===== src/rtl/ifp_pkg.sv =====
package ifp_pkg;

    parameter int unsigned ADDR_W    = 32;
    parameter int unsigned NUM_W     = 32;
    parameter logic [NUM_W-1:0] NUM_RESET = 32'h8000_0000;

    typedef enum logic [1:0] {
        ST_IDLE = 2'd0,
        ST_PEN  = 2'd1,
        ST_WAIT = 2'd2
    } ctrl_state_t;

    typedef struct packed {
        logic              valid;
        logic [ADDR_W-1:0] addr;
        logic [NUM_W-1:0]  num;
        logic              pend;
    } fbuf_t;

    typedef struct packed {
        logic              valid;
        logic              idx;
        logic [ADDR_W-1:0] addr;
        logic [NUM_W-1:0]  num;
    } ldreq_t;

    function automatic logic [ADDR_W-1:0] align_down(
        input logic [ADDR_W-1:0] a,
        input int unsigned       bytes
    );
        return a & ~(ADDR_W'(bytes) - ADDR_W'(1));
    endfunction

endpackage


===== src/rtl/ifp_match.sv =====
module ifp_match
    import ifp_pkg::*;
#(
    parameter int unsigned FETCH_BYTES = 16
) (
    input  fbuf_t [1:0]       bufs,
    input  logic [ADDR_W-1:0] fetch_addr,
    output logic [ADDR_W-1:0] aligned,
    output logic [ADDR_W-1:0] next_addr,
    output logic              cur_idx,
    output logic              cur_miss,
    output logic              pre_miss
);
    localparam int unsigned STEP = (FETCH_BYTES == 8) ? 8 : 16;

    logic [1:0] hit;
    logic       pre_idx;

    assign aligned   = align_down(fetch_addr, STEP);
    assign next_addr = aligned + ADDR_W'(STEP);

    for (genvar i = 0; i < 2; i++) begin : g_hit
        assign hit[i] = bufs[i].valid && (bufs[i].addr == aligned);
    end

    always_comb begin
        cur_idx  = hit[1] && !hit[0];
        cur_miss = !(hit[0] || hit[1]);
        pre_idx  = ~cur_idx;
        pre_miss = !(bufs[pre_idx].valid && (bufs[pre_idx].addr == next_addr));
    end
endmodule


===== src/rtl/ifp_bufs.sv =====
module ifp_bufs
    import ifp_pkg::*;
(
    input  logic              clk,
    input  logic              rst,
    input  logic              load,
    input  logic              cur_idx,
    input  logic              cur_miss,
    input  logic              pre_miss,
    input  logic [ADDR_W-1:0] aligned,
    input  logic [ADDR_W-1:0] next_addr,
    input  logic [NUM_W-1:0]  base_num,
    input  logic              rsp_valid,
    input  logic [NUM_W-1:0]  rsp_num,
    output fbuf_t [1:0]       bufs
);
    for (genvar i = 0; i < 2; i++) begin : g_buf
        logic              is_cur;
        logic              retarget;
        logic [ADDR_W-1:0] new_addr;
        logic [NUM_W-1:0]  new_num;

        always_comb begin
            is_cur   = (cur_idx == 1'(i));
            retarget = load && (is_cur ? cur_miss : pre_miss);
            new_addr = is_cur ? aligned : next_addr;
            new_num  = is_cur ? base_num
                              : base_num + {{(NUM_W-1){1'b0}}, cur_miss};
        end

        always_ff @(posedge clk) begin
            if (rst) begin
                bufs[i] <= '0;
            end else if (retarget) begin
                bufs[i].valid <= 1'b1;
                bufs[i].addr  <= new_addr;
                bufs[i].num   <= new_num;
                bufs[i].pend  <= 1'b1;
            end else if (rsp_valid && bufs[i].pend && (bufs[i].num == rsp_num)) begin
                bufs[i].pend  <= 1'b0;
            end
        end
    end
endmodule


===== src/rtl/ifp_reqq.sv =====
module ifp_reqq
    import ifp_pkg::*;
(
    input  logic              clk,
    input  logic              rst,
    input  logic              load,
    input  logic              cur_idx,
    input  logic              cur_miss,
    input  logic              pre_miss,
    input  logic [ADDR_W-1:0] aligned,
    input  logic [ADDR_W-1:0] next_addr,
    output logic [NUM_W-1:0]  base_num,
    output ldreq_t            head
);
    ldreq_t slot0, slot1;
    ldreq_t cur_r, pre_r;
    logic [NUM_W-1:0] inc;

    always_comb begin
        cur_r.valid = 1'b1;
        cur_r.idx   = cur_idx;
        cur_r.addr  = aligned;
        cur_r.num   = base_num;
        pre_r.valid = 1'b1;
        pre_r.idx   = ~cur_idx;
        pre_r.addr  = next_addr;
        pre_r.num   = base_num + {{(NUM_W-1){1'b0}}, cur_miss};
        inc         = {{(NUM_W-1){1'b0}}, cur_miss} + {{(NUM_W-1){1'b0}}, pre_miss};
    end

    always_ff @(posedge clk) begin
        if (rst) begin
            slot0    <= '0;
            slot1    <= '0;
            base_num <= NUM_RESET;
        end else if (load) begin
            base_num <= base_num + inc;
            if (cur_miss) begin
                slot0 <= cur_r;
                slot1 <= pre_miss ? pre_r : '0;
            end else begin
                slot0 <= pre_miss ? pre_r : '0;
                slot1 <= '0;
            end
        end else begin
            slot0 <= slot1;
            slot1 <= '0;
        end
    end

    assign head = slot0;
endmodule


===== src/rtl/ifp_ctrl.sv =====
module ifp_ctrl
    import ifp_pkg::*;
#(
    parameter int unsigned CNT_W = 16,
    parameter int unsigned PEN_W = 4
) (
    input  logic             clk,
    input  logic             rst,
    input  logic             fetch_valid,
    input  logic             suppress,
    input  logic             cur_idx,
    input  logic             cur_pend,
    input  logic             penalty_set,
    input  logic [PEN_W-1:0] penalty_len,
    output logic             load,
    output logic             fetch_done,
    output logic             fetch_buf,
    output logic             cur_q,
    output logic [CNT_W-1:0] stall_count,
    output logic [CNT_W-1:0] penalty_count
);
    ctrl_state_t      state;
    logic             pen_pending;
    logic [PEN_W-1:0] pen_len_q;
    logic [PEN_W-1:0] pen_left;
    logic             pen_due;

    assign pen_due = pen_pending && (pen_len_q != '0);

    always_comb begin
        load       = (state == ST_IDLE) && fetch_valid && !suppress;
        fetch_done = ((state == ST_IDLE) && fetch_valid && suppress)
                  || ((state == ST_WAIT) && !cur_pend);
        fetch_buf  = (state == ST_IDLE) ? cur_idx : cur_q;
    end

    always_ff @(posedge clk) begin
        if (rst) begin
            state         <= ST_IDLE;
            cur_q         <= 1'b0;
            pen_pending   <= 1'b0;
            pen_len_q     <= '0;
            pen_left      <= '0;
            stall_count   <= '0;
            penalty_count <= '0;
        end else begin
            if (penalty_set) begin
                pen_pending <= 1'b1;
                pen_len_q   <= penalty_len;
            end else if (load) begin
                pen_pending <= 1'b0;
            end

            unique case (state)
                ST_IDLE: begin
                    if (load) begin
                        cur_q <= cur_idx;
                        if (pen_due) begin
                            pen_left <= pen_len_q;
                            state    <= ST_PEN;
                        end else begin
                            state    <= ST_WAIT;
                        end
                    end
                end
                ST_PEN: begin
                    if (penalty_count != '1)
                        penalty_count <= penalty_count + 1'b1;
                    if (pen_left == PEN_W'(1))
                        state <= ST_WAIT;
                    pen_left <= pen_left - 1'b1;
                end
                ST_WAIT: begin
                    if (cur_pend) begin
                        if (stall_count != '1)
                            stall_count <= stall_count + 1'b1;
                    end else begin
                        state <= ST_IDLE;
                    end
                end
                default: state <= ST_IDLE;
            endcase
        end
    end
endmodule


===== src/rtl/ifetch_prebuf.sv =====
module ifetch_prebuf
    import ifp_pkg::*;
#(
    parameter int unsigned FETCH_BYTES = 16,
    parameter int unsigned CNT_W       = 16,
    parameter int unsigned PEN_W       = 4
) (
    input  logic              clk,
    input  logic              rst,
    input  logic              cache_en,
    input  logic              count_en,
    input  logic              fetch_valid,
    input  logic [31:0]       fetch_addr,
    output logic              fetch_stall,
    output logic              fetch_done,
    output logic              fetch_buf,
    input  logic              penalty_set,
    input  logic [PEN_W-1:0]  penalty_len,
    output logic              req_valid,
    output logic              req_buf,
    output logic [31:0]       req_addr,
    output logic [31:0]       req_num,
    input  logic              rsp_valid,
    input  logic [31:0]       rsp_num,
    output logic [CNT_W-1:0]  stall_count,
    output logic [CNT_W-1:0]  penalty_count
);
    fbuf_t [1:0]       bufs;
    ldreq_t            head;
    logic [ADDR_W-1:0] aligned, next_addr;
    logic [NUM_W-1:0]  base_num;
    logic              cur_idx, cur_miss, pre_miss;
    logic              load, cur_q, cur_pend, suppress;

    assign suppress = !cache_en && !count_en;
    assign cur_pend = bufs[cur_q].pend;

    ifp_match #(.FETCH_BYTES(FETCH_BYTES)) u_match (
        .bufs       (bufs),
        .fetch_addr (fetch_addr),
        .aligned    (aligned),
        .next_addr  (next_addr),
        .cur_idx    (cur_idx),
        .cur_miss   (cur_miss),
        .pre_miss   (pre_miss)
    );

    ifp_bufs u_bufs (
        .clk       (clk),
        .rst       (rst),
        .load      (load),
        .cur_idx   (cur_idx),
        .cur_miss  (cur_miss),
        .pre_miss  (pre_miss),
        .aligned   (aligned),
        .next_addr (next_addr),
        .base_num  (base_num),
        .rsp_valid (rsp_valid),
        .rsp_num   (rsp_num),
        .bufs      (bufs)
    );

    ifp_reqq u_reqq (
        .clk       (clk),
        .rst       (rst),
        .load      (load),
        .cur_idx   (cur_idx),
        .cur_miss  (cur_miss),
        .pre_miss  (pre_miss),
        .aligned   (aligned),
        .next_addr (next_addr),
        .base_num  (base_num),
        .head      (head)
    );

    ifp_ctrl #(.CNT_W(CNT_W), .PEN_W(PEN_W)) u_ctrl (
        .clk           (clk),
        .rst           (rst),
        .fetch_valid   (fetch_valid),
        .suppress      (suppress),
        .cur_idx       (cur_idx),
        .cur_pend      (cur_pend),
        .penalty_set   (penalty_set),
        .penalty_len   (penalty_len),
        .load          (load),
        .fetch_done    (fetch_done),
        .fetch_buf     (fetch_buf),
        .cur_q         (cur_q),
        .stall_count   (stall_count),
        .penalty_count (penalty_count)
    );

    assign fetch_stall = fetch_valid && !fetch_done;
    assign req_valid   = head.valid;
    assign req_buf     = head.idx;
    assign req_addr    = head.addr;
    assign req_num     = head.num;
endmodule


===== config.mk =====
export PLATFORM = sky130hd
export DESIGN_NAME = ifetch_prebuf
export DESIGN_NICKNAME = d
export VERILOG_FILES = /design/src/rtl/ifp_pkg.sv /design/src/rtl/ifp_match.sv /design/src/rtl/ifp_bufs.sv /design/src/rtl/ifp_reqq.sv /design/src/rtl/ifp_ctrl.sv /design/src/rtl/ifetch_prebuf.sv
export SDC_FILE = /design/constraint.sdc
export NUM_CORES = 1
export LEC_CHECK = 0
export ABC_AREA = 0
export BUFFER_PORTS_ARGS = -buffer_cell sky130_fd_sc_hd__buf_2
export CAP_MARGIN = 20
export CORE_MARGIN = 3
export CORE_UTILIZATION = 35
export CTS_CLUSTER_DIAMETER = 30
export DETAILED_ROUTE_END_ITERATION = 10
export HOLD_SLACK_MARGIN = 0.05
export PLACE_DENSITY = 0.52
export SYNTH_ARGS = -nofsm -noshare
export SYNTH_HDL_FRONTEND = slang
export SYNTH_SLANG_ARGS = --single-unit

===== constraint.sdc =====
create_clock -name clk -period 18.6 [get_ports clk]
set_input_delay 3.72 -clock clk [delete_from_list [all_inputs] [get_ports clk]]
set_output_delay 3.72 -clock clk [all_outputs]
set_load 0.1 [all_outputs]

==> results of run 1 <==
-- layout make-up --
type                       count  share of cell area [%]
inverter                      17                  0.3095
timing repair buffer         186                   4.776
tap                          600                   3.641
multi-input combinational   1414                   44.79
clock buffer                 112                   11.96
clock inverter                48                   3.065
sequential                   324                   31.46
-- cell families (layout without fill, tap and decap cells) --
group	count (synthesis)	count (layout)
mux	32	32
other cells	1	4
flops	324	324
xor+xnor	320	320
simple gates	578	578
fa+ha+maj	12	12
compound gates	468	468
buf+inv	198	363
-- through the flow --
step | instance area (um^2) | total power [uW] | utilization (%)
2_1_floorplan | 16480 | 1002 | -
6_report | 20620 | 2632 | 44.85
3_3_place_gp | 17520 | 1078 | 38.12
5_1_grt | 20620 | 2716 | 44.85
4_1_cts | 20620 | 2650 | 44.85
3_5_place_dp | 17520 | 1081 | 38.12
-- power by group through the flow --
| stage | sequential (uW) | clock, uW | combinational (uW) |
|---|---|---|---|
| 6_report | 765 | 1560 | 306 |
| 5_1_grt | 769 | 1620 | 326 |
| 4_1_cts | 765 | 1580 | 305 |
| 3_5_place_dp | 776 | 0 | 304 |
| 3_3_place_gp | 776 | 0 | 302 |
| 2_1_floorplan | 838 | 0 | 163 |
-- critical path, cell delays in order --
cell	delay [ns]
buf_2	0.21
xor2_1	0.18
nor4_1	0.48
nand4_1	0.37
o2111ai_4	0.87
buf_4	0.62
mux2i_1	0.17
xnor2_1	0.36
nand4_1	0.22
nor4_4	0.28
buf_4	0.29
nand2_1	0.58
inv_1	0.20
ha_1	0.16
ha_1	0.21
inv_1	0.07
fa_1	0.37
nor2_1	0.33
nand4_1	0.41
inv_1	0.14
nand3_1	0.14
nor2_1	0.23
nand3_1	0.21
or3_1	0.35
a21oi_1	0.14
-- cell usage after synthesis (all sizes together), types with 14 or more instances --
master and number:
a211oi 128, a21oi 195, a22oi 28, and3 25, buf 44, clkbuf 137
dfxtp 324, inv 17, mux2i 32, nand2 113, nand3 46, nand4 58
nor2 251, nor3 19, nor4 14, o21ai 77, or3 18, xnor2 200
xor2 120
-- registers in the layout, summed over array words and instances, names as in the netlist --
name and count:
u_ctrl.state 2, u_reqq.slot1 62, u_ctrl.pen_left 4, u_ctrl.pen_len_q 4, u_ctrl.pen_pending 1, u_ctrl.stall_count 16
u_bufs.bufs 124, u_reqq.base_num 32, u_ctrl.penalty_count 16, u_reqq.head 62, u_ctrl.cur_q 1
-- layer usage --
| layer | wire length (um) | share of wire [%] | vias to the layer above |
|---|---|---|---|
| li1 | - | - | 6935 |
| met1 | 25960 | 46 | 7010 |
| met2 | 24180 | 43 | 480 |
| met3 | 4032 | 7.2 | 103 |
| met4 | 1938 | 3.5 | 0 |
| met5 | 0 | 0 | - |
-- worst min path at each step --
| stage | start | endpoint | slack [ns] |
|---|---|---|---|
| 2_1_floorplan | u_reqq.slot1[65] | u_reqq.head[65] | 0.43 |
| 3_3_place_gp | u_reqq.slot1[65] | u_reqq.head[65] | 0.46 |
| 3_5_place_dp | u_reqq.slot1[65] | u_reqq.head[65] | 0.46 |
| 4_1_cts | u_bufs.bufs[29] | u_bufs.bufs[29] | 0.47 |
| 5_1_grt | u_bufs.bufs[29] | u_bufs.bufs[29] | 0.49 |
| 6_report | u_bufs.bufs[29] | u_bufs.bufs[29] | 0.47 |
==> run metrics, run 1 <==
GRT Total Usage=between 20% and 30%; drt via density=5.379; asr flop ratio synth=0%; largest net degree at the start of global routing=82; Final Max Tran Viols=0; total wire length=around 56000 um; FF+latch area=0.006486 mm^2; peak supply drop=approximately 0.069 mV; Place WS=between 7 and 8 ns; M3 GR Usage=5.000%; fin crit share=58.38%; Slew @ Worst Pin=about 1.2 ns; Remaining DRCs=0; post-route insts no fill=2701; core box area=roughly 0.046 mm^2; PD cells=roughly 130 mW/mm^2; Compound-Gate Fraction of Synth Area=19.17%; vias in the first global route=approximately 14k; worst r2r dst=u_reqq.base_num[30]; Top Usage Layer GRT=met2; Critical Path Source Type=primary input; Initial Util=around 36%; Area Overhead vs Synth=25.18%; post-synth top area share=roughly two fifths; RSZ-0062 raised after global routing=false; final setup fails=0; layout net count=between 2k and 2.5k; Synth Area in Simple Gates=between 10% and 20%; Reg2Reg Depth=24; sw power=~700 uW; register share of total power=29.1%; Int Power=approximately 1900 uW; CP Class=in -> reg; main combinational cell family by area after synthesis=compound AO/OA/AOI/OAI gates; DP HPWL=35880 um; hold-critical path depth=2; Switching Share=26.65%; status=finished, final reports clean; post-route setup TNS=0 ns; clk root buf=clkbuf_16; remaining antenna violation count=0; first-pass GRT wire length=approximately 86000 um; Pleak=~0.0077 uW; fmax=slightly above 90 MHz; worst min path class=reg -> reg; Top Ports=between 150 and 200; most frequent cells in the layout=dfxtp_1, nor2_1, xnor2_1, a21oi_1, buf_2; EDFF count, synth=0; FF-to-FF Start=u_bufs.bufs[44]; CP Launch Point=fetch_addr[11]; die area=a little under 0.05 mm^2; power share of the clock group=roughly three fifths; ys flop type=dfxtp_1; Rel. slew slack=21.33%; leading area contributor after synthesis=dfxtp_1; CP Capture Point=u_reqq.base_num[30]; die width=roughly 220 um; CP arrival=approximately 11 ns; layout cell share with drive strength beyond 1=between 10% and 20%; met2 usage=32.73%; # diodes=0; Min Hold Slack=about 0.47 ns; CTS tree=done; H-Tree Depth=3; initial antenna violation count=0; leading cell type in the layout, fill and taps excluded=dfxtp_1; Fillers=between 4k and 5k; Area contributors post-synth=dfxtp_1, xnor2_1, xor2_1; fin crit period=~11 ns; GRT overflow=0; yosys warns=0; DP Cell Count=2541; Comb power frac=between 10% and 20%; row count=a little under 80; Post-CTS Setup Inserts=0; flop-to-flop setup slack=approximately 11 ns; skew final=0.02682 ns; mux cell area share after synthesis=under 10%; post-synthesis sequential area ratio=about two fifths; Clock transition at path regs=roughly 0.040 ns; Synth Area in Adders=less than 1%; post-CTS sizing=0; Final Hold Viols=0; later-pin clock latency in the skew report=0.60 ns; post-route setup slack=roughly 7.7 ns; distinct cell type count after synthesis=60; #FFs+latches synth=~320; Required @ worst endpoint=approximately 19 ns; TritonRoute pass-1 iters=8; Multi-input gate area=0.009235 mm^2; Mapped Cells=1933; IO buf count=167; via count=between 10k and 15k; Syn Area/Cell=between 8 and 9 um^2; drt first-iter violations=approximately 1.2k; xor/xnor share of the synthesized area=between 15 and 20%; hold_buf cts=0; Crit Path Max Fanout=32; Die Y=roughly 220 um; clk buf depth=3; Max-cap violations=0; gpl congestion=between 0.8 and 0.9; drt wl/cell=20.77 um; M1 GR Usage=a little under a third; CTS buffer count=~90; Mapped Area=approximately 0.016 mm^2; Setup crit end kind=flip-flop; Clock Sinks=between 300 and 400
Note: power is estimated with default switching activity, not from simulation.
==> inputs of run 2 (changes only) <==
- PLACE_DENSITY: 0.52 -> 0.54
- clock period: 18.6 -> 9.55 ns (I/O delays scaled with it)
==> run metrics, run 2 (synthesized netlist as in run 1, its figures left out) <==
status=finished, final reports clean; Pleak=0.007863 uW (+2.7%); total wire length=56560 um (+0.80%); Initial Util=35.83% (unchanged); Min Hold Slack=0.4810 ns (+0.008774 ns); CP Class=in -> reg; Die Y=222.9 um (unchanged); Clock Sinks=324 (unchanged); Slew @ Worst Pin=1.142 ns (-0.03821 ns); CTS tree=done; register share of total power=27.3% (-1.8 points); Comb power frac=10.9% (-0.7 points); first-pass GRT wire length=87110 um (+1.0%); CTS buffer count=94 (+5.6%); fmax=around 130 MHz; fin area=0.02103 mm^2 (+2.0%); row count=78 (unchanged); Required @ worst endpoint=10.06 ns (-9.05 ns); clk buf depth=3 (unchanged); fin crit period=around 7.8 ns; Hold Path Origin=u_reqq.slot1[21]; Final Max Tran Viols=0 (unchanged); layout net count=2131 (+0.57%); Switching Share=25.80% (-0.85 points); Final Hold Viols=0 (unchanged); skew final=0.02256 ns (-0.004259 ns); drt via density=5.427 (+0.89%); Multi-input gate area=0.009228 mm^2 (about the same); power share of the clock group=61.8% (+2.5 points); Post-CTS Setup Inserts=0 (unchanged); Top reg by flops=u_bufs.bufs; Largest register FFs=124 (unchanged); final setup fails=0 (unchanged); most frequent cells in the layout=dfxtp_1, nor2_1, xnor2_1, a21oi_1, buf_2; Int Power=4055 uW (+110%); H-Tree Depth=3 (unchanged); core box area=0.04597 mm^2 (unchanged); IO buf count=167 (unchanged); flop-to-flop setup slack=2.85 ns (-7.86 ns); DP HPWL=36300 um (+1.2%); Fillers=4373 (-1.4%); Rel. slew slack=23.88% (+2.5 points); GRT Total Usage=22.22% (+0.096 points); worst min path class=reg -> reg; gpl congestion=0.8863 (+5.3%); RSZ-0062 raised after global routing=false; initial antenna violation count=1 (+1); sw power=1410 uW (+100%); hold_buf cts=0 (unchanged); vias in the first global route=14.55k (+3.4%); post-CTS sizing=0 (unchanged); Area Overhead vs Synth=27.71%; Top Ports=176 (unchanged); PD cells=259.8 mW/mm^2 (+100%); DP Area=0.01757 mm^2 (+0.26%); Remaining DRCs=0 (unchanged); Critical Path Source Type=primary input; Clock transition at path regs=0.04 ns (about the same); peak supply drop=0.1286 mV (+86%); Crit Path Max Fanout=24 (-25%); post-route setup TNS=0 ns (unchanged); Max-cap violations=0 (unchanged); CP arrival=8.33 ns (-3.03 ns); Setup crit end kind=flip-flop; layout cell share with drive strength beyond 1=20.65% (+0.85 points); remaining antenna violation count=0 (unchanged); fin crit share=81.90%; FF+latch area=0.006486 mm^2 (unchanged); die area=0.04970 mm^2 (unchanged); GRT overflow=0 (unchanged); largest net degree at the start of global routing=83 (+1.2%); leading cell type in the layout, fill and taps excluded=dfxtp_1; CP Launch Point=fetch_addr[28]; drt wl/cell=20.77 um (about the same); FF-to-FF Start=u_bufs.bufs[61]; clk root buf=clkbuf_16; later-pin clock latency in the skew report=0.61 ns (about the same); die width=222.9 um (unchanged); drt first-iter violations=1154 (-1.3%); via count=14.78k (+1.7%); TritonRoute pass-1 iters=5 (-3)
-- run 2: changes by cell type in the layout (fill, tap and decap cells not counted), moves of 2 or more --
| cell | before | now |
|---|---|---|
| clkbuf_16 | 90 | 95 |
| buf_4 | 19 | 26 |
| diode_2 | 0 | 2 |
| clkbuf_8 | 13 | 22 |
| bufinv_16 | 13 | 18 |
| clkinvlp_4 | 10 | 12 |
| clkbuf_1 | 9 | 7 |
| clkinv_4 | 6 | 0 |
-- run 2: power groups by stage --
stage,combinational (uW),sequential [uW],clock (uW)
floorplan,318,1630,0
global placement,588,1510,0
detailed placement,591,1510,0
CTS,595,1490,3410
global route,635,1500,3490
finish,596,1490,3380
-- run 2: per-stage QoR --
step / std cells / util, % / total power (uW) / setup slack, ns
finish: 2723 / 45.76 / 5465 / 1.729
global route: 2721 / 45.75 / 5621 / 1.443
CTS: 2721 / 45.75 / 5496 / 1.825
detailed placement: 2548 / 38.21 / 2105 / 1.271
global placement: 2548 / 38.21 / 2100 / 1.266
floorplan: 1936 / - / 1951 / 1.848
-- run 2: critical path, cell delays in order --
cell	delay [ns]
buf_2	0.16
xnor2_1	0.26
nand4_1	0.25
or4_4	0.62
o2111ai_4	0.22
buf_4	0.42
buf_4	0.38
mux2i_1	0.26
xnor2_1	0.16
nand4_1	0.13
nor3_2	0.17
buf_4	0.27
nand2_1	0.23
ha_1	0.28
ha_1	0.27
a21o_1	0.11
nand3_1	0.15
nor2_1	0.40
nand4b_1	0.33
nor3_1	0.52
nand3_1	0.26
or3_1	0.37
a21oi_1	0.15
-- run 2: layout make-up --
class                           instances  area share (%)
Inverter                               17          0.3034
Antenna cell                            2         0.02380
Clock buffer                          124           12.87
Clock inverter                         49           3.593
Tap cell                              600           3.569
Multi-Input combinational cell       1414           43.87
Sequential cell                       324           30.84
Timing Repair Buffer                  193           4.932
-- run 2: final timing paths --
path / to / cells past startpoint
max: u_reqq.base_num[29] / 23
min: u_reqq.head[21] / 2
max reg2reg: u_reqq.base_num[29] / 22
min reg2reg: u_reqq.head[21] / 2
-- run 2: per-layer routing --
| layer | GRT usage, % | up-vias | share of wire (%) | wire, um |
|---|---|---|---|---|
| li1 | - | 6980 | - | - |
| met1 | 30.32 | 7084 | 45 | 25500 |
| met2 | 32.74 | 566 | 43 | 24480 |
| met3 | 5.355 | 147 | 7.4 | 4203 |
| met4 | 11.05 | 0 | 4.2 | 2383 |
| met5 | 0 | - | 0 | 0 |
